$ cat src/rtl/ifa_pkg.sv
package ifa_pkg;

    localparam int HALF_W = 16;
    localparam int WORD_W = 2 * HALF_W;

    typedef enum logic [1:0] {
        ST_IDLE    = 2'd0,
        ST_READ_LO = 2'd1,
        ST_READ_HI = 2'd2,
        ST_DONE    = 2'd3
    } ifa_state_e;

    // A halfword opens a 16-bit instruction unless both low bits are set.
    function automatic logic half_is_short(input logic [HALF_W-1:0] h);
        return h[1:0] != 2'b11;
    endfunction

endpackage

$ cat src/rtl/ifa_fsm.sv
module ifa_fsm
    import ifa_pkg::*;
(
    input  logic       clk,
    input  logic       rst_n,
    input  logic       start,
    input  logic       need_hi,
    output logic       ready,
    output logic       cap_lo,
    output logic       cap_hi,
    output logic       done
);

    ifa_state_e state_q, state_d;

    always_ff @(posedge clk or negedge rst_n) begin
        if (!rst_n) state_q <= ST_IDLE;
        else        state_q <= state_d;
    end

    always_comb begin
        state_d = state_q;
        unique case (state_q)
            ST_IDLE:    if (start) state_d = ST_READ_LO;
            ST_READ_LO: state_d = need_hi ? ST_READ_HI : ST_DONE;
            ST_READ_HI: state_d = ST_DONE;
            ST_DONE:    state_d = ST_IDLE;
        endcase
    end

    always_comb begin
        ready  = 1'b0;
        cap_lo = 1'b0;
        cap_hi = 1'b0;
        done   = 1'b0;
        unique case (state_q)
            ST_IDLE:    ready  = 1'b1;
            ST_READ_LO: cap_lo = 1'b1;
            ST_READ_HI: cap_hi = 1'b1;
            ST_DONE:    done   = 1'b1;
        endcase
    end

endmodule

$ cat src/rtl/ifa_dpath.sv
module ifa_dpath
    import ifa_pkg::*;
#(
    parameter int ADDR_W = 32
) (
    input  logic              clk,
    input  logic              rst_n,
    input  logic              start,
    input  logic [ADDR_W-1:0] fetch_addr,
    input  logic              cmode_en,
    input  logic              cap_lo,
    input  logic              cap_hi,
    input  logic [WORD_W-1:0] mem_rdata,
    output logic              split_now,
    output logic              need_hi,
    output logic [ADDR_W-1:0] hi_addr,
    output logic [WORD_W-1:0] insn_q,
    output logic              short_q
);

    logic [ADDR_W-1:0] addr_q;
    logic              split_q;
    logic              lo_short;

    assign split_now = cmode_en && (fetch_addr[1:0] == 2'b10);
    assign lo_short  = half_is_short(mem_rdata[HALF_W-1:0]);
    assign need_hi   = cap_lo && split_q && !lo_short;
    assign hi_addr   = addr_q + ADDR_W'(2);

    always_ff @(posedge clk or negedge rst_n) begin
        if (!rst_n) begin
            addr_q  <= '0;
            split_q <= 1'b0;
        end else if (start) begin
            addr_q  <= fetch_addr;
            split_q <= split_now;
        end
    end

    always_ff @(posedge clk or negedge rst_n) begin
        if (!rst_n) begin
            insn_q  <= '0;
            short_q <= 1'b0;
        end else if (cap_lo) begin
            if (split_q) begin
                insn_q  <= {{HALF_W{1'b0}}, mem_rdata[HALF_W-1:0]};
                short_q <= lo_short;
            end else begin
                insn_q  <= mem_rdata;
                short_q <= 1'b0;
            end
        end else if (cap_hi) begin
            insn_q[WORD_W-1:HALF_W] <= mem_rdata[HALF_W-1:0];
        end
    end

endmodule

$ cat src/rtl/ifetch_align.sv
module ifetch_align
    import ifa_pkg::*;
#(
    parameter int ADDR_W = 32
) (
    input  logic              clk,
    input  logic              rst_n,
    input  logic              fetch_req,
    input  logic [ADDR_W-1:0] fetch_addr,
    input  logic              cmode_en,
    output logic              fetch_ready,
    output logic              mem_req,
    output logic [ADDR_W-1:0] mem_addr,
    output logic              mem_wide,
    input  logic [31:0]       mem_rdata,
    output logic [31:0]       insn_bits,
    output logic              insn_short,
    output logic              insn_valid
);

    logic              start, need_hi, split_now, cap_lo, cap_hi;
    logic [ADDR_W-1:0] hi_addr;

    assign start = fetch_ready && fetch_req;

    ifa_fsm u_fsm (
        .clk     (clk),
        .rst_n   (rst_n),
        .start   (start),
        .need_hi (need_hi),
        .ready   (fetch_ready),
        .cap_lo  (cap_lo),
        .cap_hi  (cap_hi),
        .done    (insn_valid)
    );

    ifa_dpath #(.ADDR_W(ADDR_W)) u_dpath (
        .clk        (clk),
        .rst_n      (rst_n),
        .start      (start),
        .fetch_addr (fetch_addr),
        .cmode_en   (cmode_en),
        .cap_lo     (cap_lo),
        .cap_hi     (cap_hi),
        .mem_rdata  (mem_rdata),
        .split_now  (split_now),
        .need_hi    (need_hi),
        .hi_addr    (hi_addr),
        .insn_q     (insn_bits),
        .short_q    (insn_short)
    );

    assign mem_req  = start || need_hi;
    assign mem_wide = fetch_ready && !split_now;

    always_comb begin
        if (!fetch_ready)   mem_addr = hi_addr;
        else if (split_now) mem_addr = fetch_addr;
        else                mem_addr = {fetch_addr[ADDR_W-1:2], 2'b00};
    end

endmodule

$ cat config.mk
export PLATFORM = sky130hd
export DESIGN_NAME = ifetch_align
export DESIGN_NICKNAME = d
export VERILOG_FILES = /design/src/rtl/ifa_pkg.sv /design/src/rtl/ifa_fsm.sv /design/src/rtl/ifa_dpath.sv /design/src/rtl/ifetch_align.sv
export SDC_FILE = /design/constraint.sdc
export NUM_CORES = 1
export LEC_CHECK = 0
export ABC_AREA = 1
export BUFFER_PORTS_ARGS = -buffer_cell sky130_fd_sc_hd__clkbuf_2
export CAP_MARGIN = 20
export CORE_UTILIZATION = 48
export CTS_BUF_LIST = sky130_fd_sc_hd__clkbuf_4 sky130_fd_sc_hd__clkbuf_8
export CTS_CLUSTER_SIZE = 14
export DETAILED_ROUTE_END_ITERATION = 12
export PLACE_DENSITY = 0.81
export SYNTH_ARGS = -nofsm -noshare
export SYNTH_HDL_FRONTEND = slang
export SYNTH_HIERARCHICAL = 1
export SYNTH_SLANG_ARGS = --single-unit
$ cat constraint.sdc
create_clock -name clk -period 1.9 [get_ports clk]
set_clock_uncertainty 0.2 [all_clocks]
set_input_delay 0.38 -clock clk [delete_from_list [all_inputs] [get_ports clk]]
set_output_delay 0.38 -clock clk [all_outputs]
set_load 0.005 [all_outputs]
==> results.md, run 1 <==
- The flow ran to the end, but the final reports show violations.
- The final reports fail on setup timing.
- The width of the chip is 95.4 um.
- The synthesis-to-finish area growth is 46.3%.
- In this run the vertical extent of the chip is 95.4 um.
- The largest net degree at the start of global routing is 69.
- Port buffering added 136 buffers.
- The share of the cycle needed by the critical path after routing is 131%.
- The endpoint identified for the worst register-to-register timing path is u_dpath/insn_q[24].
- The fraction of the mapped netlist area in adder cells is 1.49%.
- The design area is between 6000 and 7000 um2.
- For this block, wires on met1 add up to 5230 um.
- The TritonCTS clock tree is yes.
- Summing the areas of all xor and xnor instances in the mapped netlist gives 3.14% of the synthesized area.
- Summing every instance area after synthesis gives 4190 um2.
- The HPWL after detailed placement is between 7000 and 8000 um.
- The worst register-to-register path has a setup slack of -0.08 ns.
- The total area inside the core boundary comes to between 8000 and 9000 um2.
- The total length of routed wires is 13600 um.
- The most area-hungry cell type in the Yosys netlist is sky130_fd_sc_hd__dfrtp_1.
- The worst-case IR drop observed on VDD is 1.02 mV.
- The most frequent cell after synthesis is sky130_fd_sc_hd__nand2_1.
- Sorting the synthesized cells by area gives the leading types as sky130_fd_sc_hd__dfrtp_1, sky130_fd_sc_hd__nand2_1, sky130_fd_sc_hd__mux2_2.
- After synthesis, the largest family of logic cells by area is simple AND/OR/NAND/NOR gates.
- After detailed routing, the average wire length per cell comes to 15.7 um.
- The count of final max-slew check failures is 0.
- The number of vias after detailed routing is ~4.5k.
- Setup violations remaining at the end of the flow were counted as 44.
- In the synthesized netlist the dominant register cell turns out to be sky130_fd_sc_hd__dfrtp_1.
- The depth of the CTS H-tree is 3.
- The routability congestion estimate is 0.887.
- The launch point of the worst path is u_dpath/addr_q[8].
- The highest layer touched by signal routing is met4.
- The clock passes through at most 2 buffers.
- The slowest cell on the critical path is sky130_fd_sc_hd__dfrtp_1.
- The Yosys step of the flow raised 6 warnings.
- After the flow finishes, the layout carries non-filler instances totaling 862.
- Counting flops with an async set or reset pin after synthesis yields a share of 100%.
- Synthesis produced a netlist with a net count of 640.
- The fraction of synthesized area in multiplexers is 6.99%.
- The remaining routing DRC violations is 0.
- After clock tree synthesis, the clock-pin slew on the worst setup and hold paths is 0.08 ns.
- The synthesized netlist devotes between 7 and 8% of its cell area to compound gates.
- For this run, the slowest stage of the critical path takes 0.40 ns.
- The fraction of layout cells with a size suffix above 1 is between 40% and 50%.
- The number of buffers inserted during clock tree synthesis is 9.
- The number of antenna violations at the first check in global routing is 0.
- Setup repair after global routing could not meet its margin everywhere.
- The number of global-route vias before repair was 4130.
- For this run the aggregate overflow at the end of global routing stands at 0.
- The count of nets left with antenna violations once routing finished came out at 0.
- In this run the worst setup path terminates at mem_addr[27].
- Sorting the synthesized cells by how often they occur yields sky130_fd_sc_hd__nand2_1, sky130_fd_sc_hd__dfrtp_1, sky130_fd_sc_hd__inv_1.
- The count of state elements after synthesis is 68.
- For this run, the top clock speed supported by timing is 401 MHz.
- The library cell appearing most often on the critical path is sky130_fd_sc_hd__nand2_1.
- For the worst flop-to-flop path, the logic depth is 8.
- The die covers a little over 9000 um2.
- After technology mapping, the gate count stands at 567.
- The vias per cell is 5.25.
- The final count of hold timing violations is 0.
- In this run the critical register-to-register path is launched from u_fsm/state_q[0].
- The placed instance count is 812.
- After layout, the minimum clock period comes to 2.49 ns.
- The critical setup path kind is reg2out.
- The arrival time at the worst endpoint is 1.91 ns.
- The net count of the finished layout is ~830.
- The signal on the critical path passes through nand2_1 > nor2_1 > nand2_4 > nor2_1 > nand2_1 > nand2_1 > nand2_1 > nand2_2 > nand2_1 > clkbuf_2.
- Summed over its instances, the top area cell type makes up between 40% and 50% of the synthesized netlist area.
- The mean cell area of the mapped netlist is 7.39 um2.
- The standard cell area after detailed placement is between 5000 and 6000 um2.
- The detailed-routed wire length on met2 is 6790 um.
- The pre-antenna-repair detailed-routing pass consisted of 5 iterations.
- For this design the static power due to leakage is 3.18 nW.
- At the pin with the least slew margin, the transition time is 0.405 ns.
- Counting flops with a built-in enable in the synthesized netlist gives 0.
- The worst setup path is launched from a register.
- During I/O placement, the number of pins put on the boundary was between 100 and 150.
- In this run the worst hold path is classified as in2reg.
- The initial utilization of the core area, before any placement, comes to 50.2%.
- Summing the areas of all and, or, nand and nor instances in the mapped netlist gives 31.5% of the synthesized area.
- The cell at the root of the clock tree is sky130_fd_sc_hd__clkbuf_8.
- Power spread over the standard cell area amounts to approximately 1700 nW/um2.
- Of all nets on the critical path, the largest fanout is 4.
- The final-layout fill cell count is 609.
- The data required time at the worst endpoint is 1.32 ns.
- The wire length on met3 is about 1200 um.
- The antenna diode count is 0.
- The clock sink count is approximately 70.
- For this block, the initial DRC count from the detailed router was approximately 290.
- The overall track demand over capacity in global routing is 27.4%.
- Headroom to the max-slew limit came out at 72.9%.
- Sequential elements use about 41% of the synthesized area.
- The distinct cell type count after synthesis is 23.
- The type of destination of the critical path is a primary output.
- The wire length of the first global-routing pass is 19000 um.
- The overall power after layout is 10.7 mW.
- Max-cap violations in this run came to 0.
- Setup slack on the critical path of the routed design comes to -0.594 ns.
- The cell row count is 33.
- For the worst-skew pair, the clock arrives at the later sink with an insertion delay of 0.34 ns.
-- kinds of logic after synthesis --
family,after synthesis
adder cells (fa/ha/maj),5
AO/OA/AOI/OAI,59
AND/OR/NAND/NOR,314
multiplexers,26
flip-flops,68
XOR/XNOR,15
buffers and inverters,80
-- cell usage in the layout (no fill, tap or decap), drive strengths merged --
master	count
nand2	219
clkbuf	138
dfrtp	68
buf	65
nor2	62
inv	60
o21ai	43
nand3	31
mux2	26
a21oi	16
xor2	15
ha	5
clkinvlp	3
nand3b	2
clkinv	2
bufinv	1
dlygate4sd3	1
-- what timing repair did --
item,4_1_cts,5_1_grt
setup buffers,16,10
hold buffers,1,0
gates cloned,6,5
resized for setup,44,84
setup endpoints to repair,35,74
endpoints found under the hold margin,68,0
pin swaps,18,38
-- critical path: cells and delay by family (launching register included) --
kind                   cells  cell delay, ns
buffers and inverters      1            0.10
DFF                        1            0.40
and+or+nand+nor            9            1.07
-- area by class of cell --
cell class              count  area (um2)  share of cell area (%)
repair inverters            4        53.8                   0.878
inverters                  56         231                    3.78
multi-input cells         419        2390                    39.0
clock buffers               9         124                    2.02
clock inverters             6        66.3                    1.08
flip-flops and latches     68        1700                    27.8
repair buffers            195        1430                    23.4
well taps                 105         131                    2.14
-- sequential cells by signal, summed over array words and instances, names as in the netlist --
signal / cells
u_dpath/short_q: 1
u_dpath/addr_q: 32
u_dpath/insn_q: 32
u_fsm/state_q: 2
u_dpath/split_q: 1
-- routing by layer --
| layer | up-vias | global-route usage (%) |
|---|---|---|
| met2 | 245 | 47.9 |
| met3 | 37 | 7.18 |
| met4 | 0 | 8.83 |
| li1 | 2136 | - |
| met5 | - | 0 |
| met1 | 2107 | 32.6 |
-- per-stage QoR --
step,worst slack (ns),hold WS [ns],TNS [ns],util [%]
2_1_floorplan,0.0187,-0.116,0,-
3_3_place_gp,-0.103,0.230,-1.07,61.4
3_5_place_dp,-0.127,0.230,-1.92,61.4
4_1_cts,-0.482,0.0456,-13.42,68.5
5_1_grt,-0.705,0.0622,-18.58,73.5
6_report,-0.594,0.0617,-14.30,73.5
-- report_power, final --
part | switching (mW) | internal, mW
sequential | 0.589 | 2.19
clock | 0.582 | 0.598
combinational | 3.34 | 3.36
total | 4.51 | 6.14
-- worst min path at each step --
stage / end / startpoint / slack (ns) / depth (start not counted)
global placement: u_dpath/addr_q[13] / rst_n / 0.23 / 2
detailed placement: u_dpath/addr_q[13] / rst_n / 0.23 / 2
global route: u_dpath/insn_q[7] / mem_rdata[7] / 0.06 / 3
floorplan: u_dpath/addr_q[0] / rst_n / -0.12 / 0
CTS: u_dpath/addr_q[8] / fetch_addr[8] / 0.05 / 3
finish: u_dpath/addr_q[30] / fetch_addr[30] / 0.06 / 3
Note: power is estimated with default switching activity, not from simulation.
==> run 2, diff against run 1 <==
--- a/config.mk
+++ b/config.mk
@@ -13,6 +13,7 @@
 export CTS_CLUSTER_SIZE = 14
 export DETAILED_ROUTE_END_ITERATION = 12
 export PLACE_DENSITY = 0.81
+export SETUP_SLACK_MARGIN = 0.2
 export SYNTH_ARGS = -nofsm -noshare
 export SYNTH_HDL_FRONTEND = slang
 export SYNTH_HIERARCHICAL = 1
==> run 2 against run 1 <==
The run still ends with setup timing left. Global-route usage grew 7.2 points. Final cell count grew 4.3%. Sequential share of layout area shrank 4.3 points. First-iteration DRC count grew 79%. Worst hold slack lost 0.0061 ns. Count of clock-buffer cells in the layout grew 2. Utilization grew 13 points. Critical path depth grew 1. Via count grew 18%. Combinational power grew 40%. Register-to-register slack lost 0.23 ns. Die area is the same.
==> results.md, run 2 (synthesis gave the netlist of run 1 again) <==
- The run finished, with violations left.
- The final reports fail on setup timing.
- The net count of the finished layout is between 800 and 900.
- The maximum vdd ir drop is ~1.2 mV.
- In this run, CTS created clock tree buffers numbering 9.
- Setup violations remaining at the end of the flow were counted as 101.
- Cells fill 86.9% of the core in the end.
- The largest registers in the layout are u_dpath/addr_q: 32 flops, u_dpath/insn_q: 32 flops, u_fsm/state_q: 2 flops.
- The core region is 8340 um2.
- The height of the die is ~95 um.
- The HPWL after detailed placement is about 8400 um.
- The worst hold path class is in2reg.
- The top cell types in the final layout, fill and taps aside, are sky130_fd_sc_hd__nand2_1, sky130_fd_sc_hd__clkbuf_2, sky130_fd_sc_hd__dfrtp_1.
- The fraction of layout cells with a size suffix above 1 is 53.8%.
- The width of the chip is 95.4 um.
- The max-capacitance violation count is 0.
- The arrival time at the worst endpoint is between 2 and 2.5 ns.
- Once detail routing completed, the nets flagged for antenna violations numbered 0.
- Once the floorplan was initialized, standard cells occupied about half of the core.
- The die outline area is 9110 um2.
- The final cell count without fillers is 899.
- The finished cells cover 7250 um2.
- The synthesis-to-finish area growth is 73.0%.
- The routability congestion estimate is 0.899.
- The clock reaches the later pin of the worst-skew pair after 0.36 ns.
- Entering global routing, the biggest net connects 69 pins.
- The number of design-rule violations left by the first detailed-router iteration is 526.
- The standard cell area after detailed placement is 5280 um2.
- The most frequent standard cell in the layout excluding fill and tap cells is sky130_fd_sc_hd__nand2_1.
- The repair_antennas step left the layout with diodes totalling 0.
- Counting tap cells, the placed design contains a total of 817 instances.
- The worst-case clock buffer depth is 2.
- After detailed routing, the average wire length per cell comes to 22.0 um.
- The final count of hold timing violations came to 0.
- The area of the multi-input gates is 2840 um2.
- The worst setup path is of the reg2out kind.
- The number of global-route vias before repair is ~4.9k.
- The routed layout has 5341 vias.
- The biggest fanout along the worst timing path is 5.
- STA classifies the critical path startpoint as a register.
- The remaining routing DRC violations is 0.
- The type of destination of the critical path is a primary output.
- The total overflow reported by the global router is 0.
- The first-pass iteration count of the detailed router is 5.
- Across the whole layout, storage elements account for 1700 um2.
- The post-route worst hold slack is 0.0555 ns.
- After clock tree synthesis, the clock-pin slew on the worst setup and hold paths is 0.10 ns.
- During placement, the flow inserted port buffers numbering 136.
- For the finished layout, the period the worst path requires is 2.68 ns.
- 137 I/O pins were placed.
- Clock tree synthesis found a total of 68 sinks.
- Data on the critical path is required at its endpoint by 1.32 ns.
- The tree is rooted in a sky130_fd_sc_hd__clkbuf_8.
- The H-tree generated during clock tree synthesis spans 3 levels.
- Wires add up to 19700 um.
- The cell leakage power is 3.67 nW.
- After floorplanning, the core was divided into 33 placement rows.
- The first global-routing pass estimated 23500 um of wire.
- In this run the power density over the cells is 1880 nW/um2.
- In this run the tightest slew margin relative to its limit is 59.1%.
- Setup repair after global routing could not meet its margin everywhere.
- Fill cells in the final layout number approximately 380.
- The count of final max-slew check failures is 0.
- The number of antenna violations at the first check in global routing is 0.
- The top achievable clock speed is 374 MHz.
- At the pin with the least slew margin, the transition time is 0.613 ns.
- After layout, the worst setup slack is -0.777 ns.
- Global routing consumed, over all layers together, 34.6% of the routing resources.
- The vias per cell is slightly below 6.
- TritonCTS built the clock tree.
- The final critical path takes up 141% of the cycle.
==> run 2: changes by cell type in the layout (fill, tap and decap cells not counted), moves of 9 or more <==
cell and delta:
sky130_fd_sc_hd__o21ai_0 -29, sky130_fd_sc_hd__o21ai_2 +28, sky130_fd_sc_hd__nand2_1 -15, sky130_fd_sc_hd__nor2_1 -15, sky130_fd_sc_hd__nand3_1 -14, sky130_fd_sc_hd__nand2_4 +12
sky130_fd_sc_hd__nor2_4 +11, sky130_fd_sc_hd__a21oi_1 -9, sky130_fd_sc_hd__a21oi_2 +9, sky130_fd_sc_hd__buf_12 +9, sky130_fd_sc_hd__buf_16 +9, sky130_fd_sc_hd__buf_6 +9
==> run 2: worst max-delay path: stages (launching register included) <==
cell	delay [ns]
sky130_fd_sc_hd__dfrtp_1	0.42
sky130_fd_sc_hd__ha_2	0.24
sky130_fd_sc_hd__nand2_2	0.09
sky130_fd_sc_hd__nor2_4	0.19
sky130_fd_sc_hd__nand2_2	0.13
sky130_fd_sc_hd__nor2_4	0.23
sky130_fd_sc_hd__nand2_1	0.09
sky130_fd_sc_hd__nand2_1	0.07
sky130_fd_sc_hd__nand2_1	0.05
sky130_fd_sc_hd__nand2_1	0.06
sky130_fd_sc_hd__nand2_1	0.05
sky130_fd_sc_hd__clkbuf_2	0.10
==> run 2: worst paths after layout <==
kind                       slack, ns          startpoint  cells after the start                 end
hold reg to reg                 0.33  u_dpath/insn_q[27]                      1  u_dpath/insn_q[27]
min in group asynchronous       0.38               rst_n                      3  u_dpath/addr_q[14]
setup / recovery               -0.78   u_dpath/addr_q[2]                     11        mem_addr[31]
hold / removal                  0.06      fetch_addr[25]                      3  u_dpath/addr_q[25]
max in group asynchronous       0.80               rst_n                      3   u_dpath/insn_q[1]
setup reg to reg               -0.31    u_fsm/state_q[1]                     11  u_dpath/insn_q[24]
==> run 2: where the power goes <==
group / switching [mW] / internal, mW
logic: 4.64 / 4.73
clock network: 0.655 / 0.663
registers: 0.780 / 2.18
==> run 2: what timing repair did <==
action | CTS | global route
gates resized for setup | 154 | 122
hold buffers | 1 | 0
cloned | 15 | 4
pin swaps | 43 | 41
setup endpoints to repair | 71 | 95
endpoints found under the hold margin | 68 | 0
setup buffers | 26 | 20
==> run 2: routing by layer <==
layer | global-route usage [%] | vias to the layer above | part of all wire (%)
met4 | 18.7 | 0 | 7.4
met3 | 8.05 | 153 | 11
li1 | - | 2210 | -
met1 | 38.5 | 2496 | 34
met2 | 60.9 | 482 | 48
met5 | 0 | - | 0
==> run 2: through the flow <==
stage,setup TNS [ns],power (mW),setup WS (ns)
2_1_floorplan,0,6.02,0.0387
3_3_place_gp,-0.889,7.66,-0.0902
3_5_place_dp,-1.87,7.86,-0.163
4_1_cts,-13.63,11.4,-0.516
5_1_grt,-35.38,14.2,-0.820
6_report,-32.32,13.6,-0.777
==> run 2: final cells by class <==
| cell class | instances | share of cell area (%) |
|---|---|---|
| multi-input cells | 419 | 39.2 |
| repair buffers | 231 | 28.6 |
| flip-flops and latches | 68 | 23.5 |
| inverters | 56 | 3.36 |
| clock buffers | 11 | 2.00 |
| well taps | 105 | 1.81 |
| clock inverters | 5 | 0.828 |
| repair inverters | 4 | 0.742 |
